<file path="src/rtl/aud_tx_pkg.sv">
package aud_tx_pkg;

  typedef enum logic [1:0] {
    FMT_STD  = 2'd0,
    FMT_LJ   = 2'd1,
    FMT_RJ   = 2'd2,
    FMT_STD3 = 2'd3
  } fmt_e;

  // 0 -> 16, 1 -> 24, 2/3 -> 32
  function automatic logic [5:0] len_decode(input logic [1:0] code);
    case (code)
      2'd0:    return 6'd16;
      2'd1:    return 6'd24;
      default: return 6'd32;
    endcase
  endfunction

endpackage

</file>
<file path="src/rtl/aud_tx_slot_timer.sv">
module aud_tx_slot_timer #(
  parameter int unsigned POS_W = 6
) (
  input  logic             clk_i,
  input  logic             rst_ni,
  input  logic             bclk_i,
  input  logic             ws_i,
  output logic             fall_o,
  output logic             new_slot_o,
  output logic             frame_start_o,
  output logic [POS_W-1:0] pos_nx_o
);

  localparam logic [POS_W-1:0] POS_MAX = '1;

  logic             bclk_q;
  logic             ws_q;
  logic [POS_W-1:0] pos_q;

  assign fall_o        = bclk_q & ~bclk_i;
  assign new_slot_o    = fall_o & (ws_i != ws_q);
  assign frame_start_o = new_slot_o & ~ws_i;

  always_comb begin
    if (new_slot_o)          pos_nx_o = '0;
    else if (!fall_o)        pos_nx_o = pos_q;
    else if (pos_q == POS_MAX) pos_nx_o = pos_q;
    else                     pos_nx_o = pos_q + POS_W'(1);
  end

  always_ff @(posedge clk_i or negedge rst_ni) begin
    if (!rst_ni) begin
      bclk_q <= 1'b0;
      ws_q   <= 1'b1;
      pos_q  <= '0;
    end else begin
      bclk_q <= bclk_i;
      pos_q  <= pos_nx_o;
      if (fall_o) ws_q <= ws_i;
    end
  end

endmodule

</file>
<file path="src/rtl/aud_tx_pair_buf.sv">
module aud_tx_pair_buf #(
  parameter int unsigned SAMPLE_W = 32
) (
  input  logic                clk_i,
  input  logic                rst_ni,
  input  logic                valid_i,
  input  logic [SAMPLE_W-1:0] left_i,
  input  logic [SAMPLE_W-1:0] right_i,
  output logic                ready_o,
  input  logic                load_i,
  output logic [SAMPLE_W-1:0] left_nx_o,
  output logic [SAMPLE_W-1:0] right_nx_o,
  output logic                underrun_o
);

  logic                pend_q;
  logic [SAMPLE_W-1:0] pend_l_q, pend_r_q;
  logic [SAMPLE_W-1:0] act_l_q, act_r_q;
  logic                take;

  assign ready_o    = ~pend_q;
  assign take       = load_i & pend_q;
  // next active pair, visible in the load cycle
  assign left_nx_o  = take ? pend_l_q : act_l_q;
  assign right_nx_o = take ? pend_r_q : act_r_q;

  always_ff @(posedge clk_i or negedge rst_ni) begin
    if (!rst_ni) begin
      pend_q     <= 1'b0;
      pend_l_q   <= '0;
      pend_r_q   <= '0;
      act_l_q    <= '0;
      act_r_q    <= '0;
      underrun_o <= 1'b0;
    end else begin
      underrun_o <= load_i & ~pend_q;
      if (take) begin
        act_l_q <= pend_l_q;
        act_r_q <= pend_r_q;
      end
      if (valid_i && !pend_q) begin
        pend_l_q <= left_i;
        pend_r_q <= right_i;
        pend_q   <= 1'b1;
      end else if (take) begin
        pend_q <= 1'b0;
      end
    end
  end

  p_accept_blocks_r9: assert property (@(posedge clk_i) disable iff (!rst_ni)
    (valid_i && ready_o) |=> !ready_o);

  p_load_frees_r9: assert property (@(posedge clk_i) disable iff (!rst_ni)
    (load_i && !ready_o) |=> ready_o);

endmodule

</file>
<file path="src/rtl/aud_tx_bit_sel.sv">
module aud_tx_bit_sel
  import aud_tx_pkg::*;
#(
  parameter int unsigned SAMPLE_W = 32,
  parameter int unsigned POS_W    = 6
) (
  input  fmt_e                fmt_i,
  input  logic [POS_W-1:0]    wl_i,
  input  logic [POS_W-1:0]    sl_i,
  input  logic [POS_W-1:0]    pos_i,
  input  logic [SAMPLE_W-1:0] word_i,
  input  logic                carry_i,
  output logic                bit_o
);

  localparam int unsigned IDX_W = POS_W - 1;

  logic [POS_W-1:0] pad, i_lj, i_sign, i_rj, i_std;

  always_comb begin
    pad    = sl_i - wl_i;
    i_lj   = wl_i - POS_W'(1) - pos_i;
    i_sign = wl_i - POS_W'(1);
    i_rj   = sl_i - POS_W'(1) - pos_i;
    i_std  = wl_i - pos_i;
    bit_o  = 1'b0;
    case (fmt_i)
      FMT_LJ: begin
        if (pos_i < wl_i) bit_o = word_i[i_lj[IDX_W-1:0]];
      end
      FMT_RJ: begin
        if (pos_i < pad)       bit_o = word_i[i_sign[IDX_W-1:0]];
        else if (pos_i < sl_i) bit_o = word_i[i_rj[IDX_W-1:0]];
      end
      default: begin
        if (pos_i == '0)        bit_o = carry_i;
        else if (pos_i <= wl_i) bit_o = word_i[i_std[IDX_W-1:0]];
      end
    endcase
  end

endmodule

</file>
<file path="src/rtl/aud_serial_tx.sv">
module aud_serial_tx
  import aud_tx_pkg::*;
#(
  parameter int unsigned SAMPLE_W = 32
) (
  input  logic                clk_i,
  input  logic                rst_ni,
  input  logic                bclk_i,
  input  logic                ws_i,
  input  logic [1:0]          fmt_i,
  input  logic [1:0]          wlen_i,
  input  logic [1:0]          slot_i,
  input  logic                valid_i,
  input  logic [SAMPLE_W-1:0] left_i,
  input  logic [SAMPLE_W-1:0] right_i,
  output logic                ready_o,
  output logic                sd_o,
  output logic                underrun_o
);

  localparam int unsigned POS_W = $clog2(SAMPLE_W) + 1;
  localparam int unsigned IDX_W = POS_W - 1;

  logic                fall, new_slot, frame_start;
  logic [POS_W-1:0]    pos_nx;
  logic [SAMPLE_W-1:0] left_nx, right_nx;

  fmt_e                fmt_q, fmt_nx;
  logic [POS_W-1:0]    wl_q, sl_q, wl_nx, sl_nx, wl_in, sl_in, i_msb;
  logic [SAMPLE_W-1:0] cur_word_q, word_nx;
  logic                carry, bit_nx, msb_nx, sd_q;

  aud_tx_slot_timer #(.POS_W(POS_W)) u_timer (
    .clk_i        (clk_i),
    .rst_ni       (rst_ni),
    .bclk_i       (bclk_i),
    .ws_i         (ws_i),
    .fall_o       (fall),
    .new_slot_o   (new_slot),
    .frame_start_o(frame_start),
    .pos_nx_o     (pos_nx)
  );

  aud_tx_pair_buf #(.SAMPLE_W(SAMPLE_W)) u_buf (
    .clk_i     (clk_i),
    .rst_ni    (rst_ni),
    .valid_i   (valid_i),
    .left_i    (left_i),
    .right_i   (right_i),
    .ready_o   (ready_o),
    .load_i    (frame_start),
    .left_nx_o (left_nx),
    .right_nx_o(right_nx),
    .underrun_o(underrun_o)
  );

  always_comb begin
    sl_in = POS_W'(len_decode(slot_i));
    wl_in = POS_W'(len_decode(wlen_i));
    if (wl_in > sl_in) wl_in = sl_in;  // clamp
    fmt_nx  = frame_start ? fmt_e'(fmt_i) : fmt_q;
    wl_nx   = frame_start ? wl_in : wl_q;
    sl_nx   = frame_start ? sl_in : sl_q;
    // ws low -> left
    word_nx = new_slot ? (ws_i ? right_nx : left_nx) : cur_word_q;
    // last bit of the previous slot under its own settings
    carry   = (wl_q == sl_q) ? cur_word_q[0] : 1'b0;
    i_msb   = wl_nx - POS_W'(1);
    msb_nx  = word_nx[i_msb[IDX_W-1:0]];
  end

  aud_tx_bit_sel #(.SAMPLE_W(SAMPLE_W), .POS_W(POS_W)) u_sel (
    .fmt_i  (fmt_nx),
    .wl_i   (wl_nx),
    .sl_i   (sl_nx),
    .pos_i  (pos_nx),
    .word_i (word_nx),
    .carry_i(carry),
    .bit_o  (bit_nx)
  );

  always_ff @(posedge clk_i or negedge rst_ni) begin
    if (!rst_ni) begin
      fmt_q      <= FMT_STD;
      wl_q       <= POS_W'(16);
      sl_q       <= POS_W'(16);
      cur_word_q <= '0;
      sd_q       <= 1'b0;
    end else if (fall) begin
      fmt_q      <= fmt_nx;
      wl_q       <= wl_nx;
      sl_q       <= sl_nx;
      cur_word_q <= word_nx;
      sd_q       <= bit_nx;
    end
  end

  assign sd_o = sd_q;

  p_sd_on_fall_r8: assert property (@(posedge clk_i) disable iff (!rst_ni)
    !$stable(sd_o) |-> $past(fall));

  p_underrun_pulse_r10: assert property (@(posedge clk_i) disable iff (!rst_ni)
    underrun_o |=> !underrun_o);

  p_lj_msb_r4: assert property (@(posedge clk_i) disable iff (!rst_ni)
    (new_slot && fmt_nx == FMT_LJ) |=> (sd_o == $past(msb_nx)));

  p_rj_lsb_r5: assert property (@(posedge clk_i) disable iff (!rst_ni)
    (fall && !new_slot && fmt_q == FMT_RJ && pos_nx == sl_q - POS_W'(1))
      |=> (sd_o == $past(cur_word_q[0])));

  p_std_carry_r6: assert property (@(posedge clk_i) disable iff (!rst_ni)
    (new_slot && (fmt_nx == FMT_STD || fmt_nx == FMT_STD3)) |=> (sd_o == $past(carry)));

endmodule

</file>
<file path="config.mk">
export PLATFORM = sky130hd
export DESIGN_NAME = aud_serial_tx
export DESIGN_NICKNAME = d
export VERILOG_FILES = /design/src/rtl/aud_tx_pkg.sv /design/src/rtl/aud_tx_slot_timer.sv /design/src/rtl/aud_tx_pair_buf.sv /design/src/rtl/aud_tx_bit_sel.sv /design/src/rtl/aud_serial_tx.sv
export SDC_FILE = /design/constraint.sdc
export NUM_CORES = 1
export LEC_CHECK = 0
export BUFFER_PORTS_ARGS = -buffer_cell sky130_fd_sc_hd__buf_2
export CAP_MARGIN = 20
export CORE_MARGIN = 2
export CORE_UTILIZATION = 50
export DETAILED_ROUTE_END_ITERATION = 16
export MAX_ROUTING_LAYER = met4
export PLACE_DENSITY_LB_ADDON = 0.1
export SKIP_CTS_REPAIR_TIMING = 1
export SLEW_MARGIN = 0
export SYNTH_ARGS = -nofsm -noshare
export SYNTH_HDL_FRONTEND = slang
export SYNTH_SLANG_ARGS = --single-unit
</file>
<file path="constraint.sdc">
create_clock -name clk_i -period 4.46 [get_ports clk_i]
set_clock_uncertainty 0.2 [all_clocks]
set_input_delay 0.892 -clock clk_i [delete_from_list [all_inputs] [get_ports clk_i]]
set_output_delay 0.892 -clock clk_i [all_outputs]
set_load 0.01 [all_outputs]
</file>
After elaboration in Yosys (flattened, before gate mapping)
Cells that the tools add are included.

Register bits after elaboration: 185. Bits in latches: 0. Bits in writable memories: 0. Bits in read-only memories: 0. Input bits: 75. Output and inout port bits: 3. Memories: 0.

$add $sub $neg: 7. Multiply operators: 0. Divide/modulo/power cells: 0. Magnitude comparators: 9. Eq/ne operators: 7. Shifts and indexed selects: 0. Mux-type cells: 30. Bitwise operators: 8. Reductions and logical operators: 6.

Operator list (count): $mux 32 (4); $mux 6 (6); $lt 5x6->1 const B (4); $pmux 6 s2 (2); $bmux 1 s5 (4); $lt 6x6->1 (3); $sub 5x5->5 (3); $mux 1 (12); $sub 5x1->5 const B (2); $add 6x1->6 const B (1); $eq 2x1->1 const B (3); $eq 6x6->1 (1); $eq 6x6->1 const B (1); $gt 6x6->1 (1); $le 6x6->1 (1); $logic_not 6->1 (1); $sub 6x6->6 (1); $and 1x1->1 (5); $logic_not 2->1 (2); $not 1->1 (3); $eq 2x2->1 const B (1); $mux 2 (1); $pmux 1 s2 (1); $reduce_bool 2->1 (1); 3 further kinds (3).

Logic depth before layout (Yosys ltp)
Depth in word-level cells: 13. Mapped depth: 20. Gate-level depth less buffers: 17.

By module
A second synthesis with hierarchy kept.

Cells, all modules: 776. Area total of the unflattened synthesis: 10556.4 um2.

By module, submodules not included: aud_tx_pair_buf (instances 1, cells an instance 277, area each 5057.4 um2); aud_serial_tx (instances 1, cells an instance 250, area each 2808.9 um2); aud_tx_bit_sel (instances 1, cells an instance 209, area each 2260.9 um2); aud_tx_slot_timer (instances 1, cells an instance 40, area each 429.2 um2).

Worst setup path before layout
No wires, ideal clock.

Path type: input -> register. Start: input port bclk_i. End: register sd_q, in the netlist sd_o. Library setup time: 0.131 ns. Arrival: 4.359 ns. Path slack: -0.230 ns. Stages on the path: 17. Buffers on the path: 5. Cell sequence: nor2b_1 buf_4 buf_6 buf_6 buf_6 o21ai_0 mux2i_1 nor2_1 inv_1 fa_1 clkbuf_1 mux4_2 mux2_1 a21oi_1 a211oi_1 o22ai_1 a31oi_1.

Elaborated cells on any way between the ends: 41.

RTL lines: start, declared (RTL line aud_serial_tx.sv:8) `input logic bclk_i,`; $not 1->1 (*) (RTL line aud_tx_slot_timer.sv:20) `assign fall_o = bclk_q & ~bclk_i;`; $and 1x1->1 (*) (RTL line aud_tx_slot_timer.sv:20); $mux 6 or $and 1x1->1 (tied branches) (RTL line aud_tx_slot_timer.sv:26, aud_tx_slot_timer.sv:21); $mux 6 (*) (RTL line aud_tx_slot_timer.sv:25) `if (new_slot_o) pos_nx_o = '0;`; net pos_nx[1] (RTL line aud_serial_tx.sv:25) `logic [POS_W-1:0] pos_nx;`; $sub 5x5->5, on equally long branches (RTL line aud_tx_bit_sel.sv:25, aud_tx_bit_sel.sv:24); $bmux 1 s5, on equally long branches (RTL line aud_tx_bit_sel.sv:37, aud_tx_bit_sel.sv:33); $mux 1, on equally long branches (2 in series) (RTL line aud_tx_bit_sel.sv:37, aud_tx_bit_sel.sv:33); $mux 1, on equally long branches (RTL line aud_tx_bit_sel.sv:36, aud_tx_bit_sel.sv:32); $pmux 1 s2 (*) (RTL line aud_tx_bit_sel.sv:27) `case (fmt_i)`; end signal, assigned (RTL line aud_serial_tx.sv:94) `sd_q <= bit_nx;`; end, declared (RTL line aud_serial_tx.sv:31) `logic carry, bit_nx, msb_nx, sd_q;`.

Mark *: on every way through the listed nets, which the timed path passes. The rest lies on a longest branch. The select of a mux whose other input is x is not followed. A chain may end at the register's enable or synchronous reset.

Worst setup path in the final report
Start: register u_timer.pos_q[0]. End: register sd_q, in the netlist sd_o.

Word-level cells in the longest chain between the ends: 10. Elaborated cells on any way between the ends: 25.

RTL lines: start, declared (RTL line aud_tx_slot_timer.sv:18) `logic [POS_W-1:0] pos_q;`; start signal, assigned (RTL line aud_tx_slot_timer.sv:38) `pos_q <= pos_nx_o;`; $add 6x1->6 or $eq 6x6->1 (tied branches) (RTL line aud_tx_slot_timer.sv:28, aud_tx_slot_timer.sv:27); $mux 6 (RTL line aud_tx_slot_timer.sv:27) `else if (pos_q == POS_MAX) pos_nx_o = pos_q;`; $mux 6 (*) (RTL line aud_tx_slot_timer.sv:26) `else if (!fall_o) pos_nx_o = pos_q;`; $mux 6 (*) (RTL line aud_tx_slot_timer.sv:25); net pos_nx[0] (RTL line aud_serial_tx.sv:25); $sub 5x5->5, on equally long branches (RTL line aud_tx_bit_sel.sv:25, aud_tx_bit_sel.sv:24); $bmux 1 s5, on equally long branches (RTL line aud_tx_bit_sel.sv:37, aud_tx_bit_sel.sv:33); $mux 1, on equally long branches (2 in series) (RTL line aud_tx_bit_sel.sv:37, aud_tx_bit_sel.sv:33); $mux 1, on equally long branches (RTL line aud_tx_bit_sel.sv:36, aud_tx_bit_sel.sv:32); $pmux 1 s2 (*) (RTL line aud_tx_bit_sel.sv:27).

Marked as above.

==> reports/results.tsv <==
metric	value	unit
yosys-top-cells-area	dfrtp_1 41%, mux2_2 14%, ha_1 4.5%	
hold_viol_final	0	
drc	0	
finish.utilization	59.2	%
nets	1239	
gr-total-overflow	0	
crit_required	4580	ps
drive_gt1_share	35.0	%
synth_nets	1113	
synth_top_cell_area_share	40.8	%
worst_slack	354	ps
leakage	0.00592	µW
crit_path_start_kind	register	
arrival	4220	ps
ys_types	83	
synth-seq-cells	185	
irDropWorstVdd	277	µV
die_width	153	µm
grtUsageMet1	34.5	%
grt_pass1_wl	45.8	mm
endpoint_kind	register	
cts_tree	built	
synth_area	11100	µm²
core	21800	µm²
criticalPathCategory	register to register	
synthFlopType	dfrtp_1	
drtIter0Drc	476	
slew_headroom	42.5	%
path_max_fanout	12	
power_density	566	nW/µm²
syn_area_per_cell	11.2	µm²
grt-busiest-layer	met2	
min_path_type	input port to asynchronous set/reset pin	
place_ws	-41.9	ps
synth_edf_count	0	
fp.dieH	153	µm
area_growth	15.8	%
cts_buffers	17	
viasPerCell	5.82	
hpwl	20.7	mm
grt_max_degree	70	
antenna_found_initial	1	
cts.clk_slew.worst_paths	80	ps
post-route-min-period	4110	ps
antenna_left	0	
outcome	complete, no violations	
cts_root_buf	clkbuf_16	
firstDrtPassIters	4	
track_usage	25.5	%
start_util	51.1	%
worstSkewPairLatency	450	ps
ios	78	
period_share	92.1	%
finalWirelength	28.2	mm
htree_levels	4	
wl_per_cell	19.9	µm
place.gp.congestion	0.991	
grtUsageMet3	4.22	%
final-setup-viol-count	0	
maxSlewViolCount	0	
tightest_slew	862	ps
maxCapViolCount	0	
yosys_warnings	0	
clockBufferDepth	2	
rows	54	
use_met2	39.1	%
synthCells	994	
num_vias	8239	
die_area	23500	µm²
rsz0062_at_grt	no	
max_freq	244	MHz
async_reset_ff_share	100	%
synth_top_area_cell	dfrtp_1	
yosysSeqAreaShare	41.6	%
cts.sinks	185	
grt_pass1_vias	8402	
port-buffer-count	77	
==> path summary, 6_finish.rpt <==
kind                                        from                end  slack [ps]  cells after the start
worst max register to register  u_timer.pos_q[0]               sd_o         350                     16
worst min-delay path                      rst_ni     cur_word_q[10]         250                      1
worst max-delay path            u_timer.pos_q[0]               sd_o         350                     16
worst min register to register          fmt_q[0]           fmt_q[0]         280                      2
min in group clk_i                      fmt_q[0]           fmt_q[0]         280                      2
max in group asynchronous                 rst_ni  u_buf.act_r_q[30]        2970                      2
==> sequential cells by signal, summed over array words and instances, names as in the netlist <==
register and count:
sd_o 1, u_timer.ws_q 1, u_buf.pend_q 1, u_buf.pend_r_q 32, u_buf.underrun_o 1, sl_q 6
cur_word_q 32, u_buf.act_l_q 32, u_timer.pos_q 6, fmt_q 2, wl_q 6, u_timer.bclk_q 1
u_buf.pend_l_q 32, u_buf.act_r_q 32
==> per-layer routing <==
metal	up-vias	share of wire, %
met2	204	46
met1	4069	47
met5	-	0
met3	55	3.8
li1	3911	-
met4	0	3.0
==> worst max-delay path, cell delays in order (launching register included) <==
cell and delay [ps]:
dfrtp_1 390, ha_1 280, nand2_1 160, or4_1 550, o221ai_2 100, ha_1 180
inv_1 70, fa_1 490, xnor2_1 310, buf_12 170, nand2_1 50, a311o_1 360
o221ai_1 200, o211a_1 200, a211oi_1 70, o22ai_1 170, a31oi_1 60
==> metrics by stage <==
| stage | cell area, µm² | hold WS [ps] | power [µW] | instances | TNS, ps |
|---|---|---|---|---|---|
| 2_1_floorplan | 11200 | 239 | 4730 | 994 | 0 |
| 3_3_place_gp | 12300 | 252 | 5680 | 1381 | -32.8 |
| 3_5_place_dp | 12300 | 260 | 5730 | 1381 | -41.9 |
| 4_1_cts | 12900 | 279 | 7330 | 1413 | 0 |
| 5_1_grt | 12900 | 287 | 7770 | 1415 | 0 |
| 6_report | 12900 | 252 | 7300 | 1415 | 0 |
==> final cells by class <==
class | instances | area, µm²
multi-input combinational | 700 | 5980
tap | 280 | 350
clock buffer | 18 | 439
fill | 1893 | 8910
timing repair buffer | 172 | 1140
inverter | 44 | 166
antenna | 2 | 5.00
sequential | 185 | 4630
clock inverter | 14 | 188
==> placed cells by master, fill, tap and decap left out, drive strengths merged, types with 4 or more instances in the layout <==
| master | netlist | layout |
|---|---|---|
| mux2i | 40 | 40 |
| nand2 | 64 | 64 |
| nand4 | 9 | 9 |
| nor4bb | 18 | 18 |
| clkbuf | 26 | 19 |
| and4b | 6 | 6 |
| ha | 40 | 40 |
| o21a | 20 | 20 |
| o21ai | 28 | 28 |
| buf | 39 | 171 |
| nor2 | 43 | 43 |
| nand2b | 15 | 15 |
| a211oi | 21 | 21 |
| xor2 | 10 | 10 |
| a31oi | 10 | 10 |
| o22ai | 6 | 6 |
| clkinv | 1 | 8 |
| nand4b | 12 | 12 |
| or4 | 4 | 4 |
| a21oi | 52 | 52 |
| nor2b | 13 | 13 |
| xnor2 | 20 | 20 |
| nand3 | 12 | 12 |
| o211ai | 8 | 8 |
| dfrtp | 182 | 182 |
| nor3 | 10 | 10 |
| o221ai | 4 | 4 |
| and2 | 4 | 4 |
| mux2 | 142 | 142 |
| o2111ai | 7 | 7 |
| fa | 4 | 4 |
| a21o | 11 | 11 |
| mux4 | 11 | 11 |
| inv | 43 | 50 |
| a221o | 8 | 8 |
==> where the power goes <==
group / leakage [µW] / total [µW] / switching [µW] / internal, µW
clock: 0.000302 / 1570 / 788 / 786
combinational: 0.00338 / 2960 / 1460 / 1500
sequential: 0.00223 / 2770 / 416 / 2360
total: 0.00592 / 7300 / 2670 / 4640
==> synth_stat cells, types with 4 or more instances <==
cell type and number:
dfrtp_1 182, mux2_2 140, nand2_1 62, a21oi_1 52
nor2_1 42, inv_1 41, ha_1 40, mux2i_1 40
clkbuf_1 26, o21ai_0 25, o21a_1 20, buf_2 19
nor4bb_1 18, xnor2_1 18, a211oi_2 15, nand2b_1 15
nor2b_1 13, nand3_1 12, nand4b_1 12, a21o_1 11
mux4_2 11, a31oi_1 10, xor2_1 10, buf_6 9
nand4_1 9, a221o_1 8, buf_4 8, o211ai_1 8
o2111ai_1 7, and4b_1 6, nor3_1 6, o22ai_1 6
a211oi_1 4, and2_1 4, fa_1 4, nor3_2 4
or4_1 4
==> cells by family after synthesis <==
| group | Yosys count | share of synthesized area, % |
|---|---|---|
| AO/OA/AOI/OAI | 205 | 13.6 |
| buffers and inverters | 109 | 5.02 |
| XOR/XNOR | 31 | 2.69 |
| AND/OR/NAND/NOR | 227 | 11.7 |
| multiplexers | 193 | 20.2 |
| adder cells (fa/ha/maj) | 44 | 5.21 |
| flip-flops | 185 | 41.6 |
(Power assumes the default switching activity.)
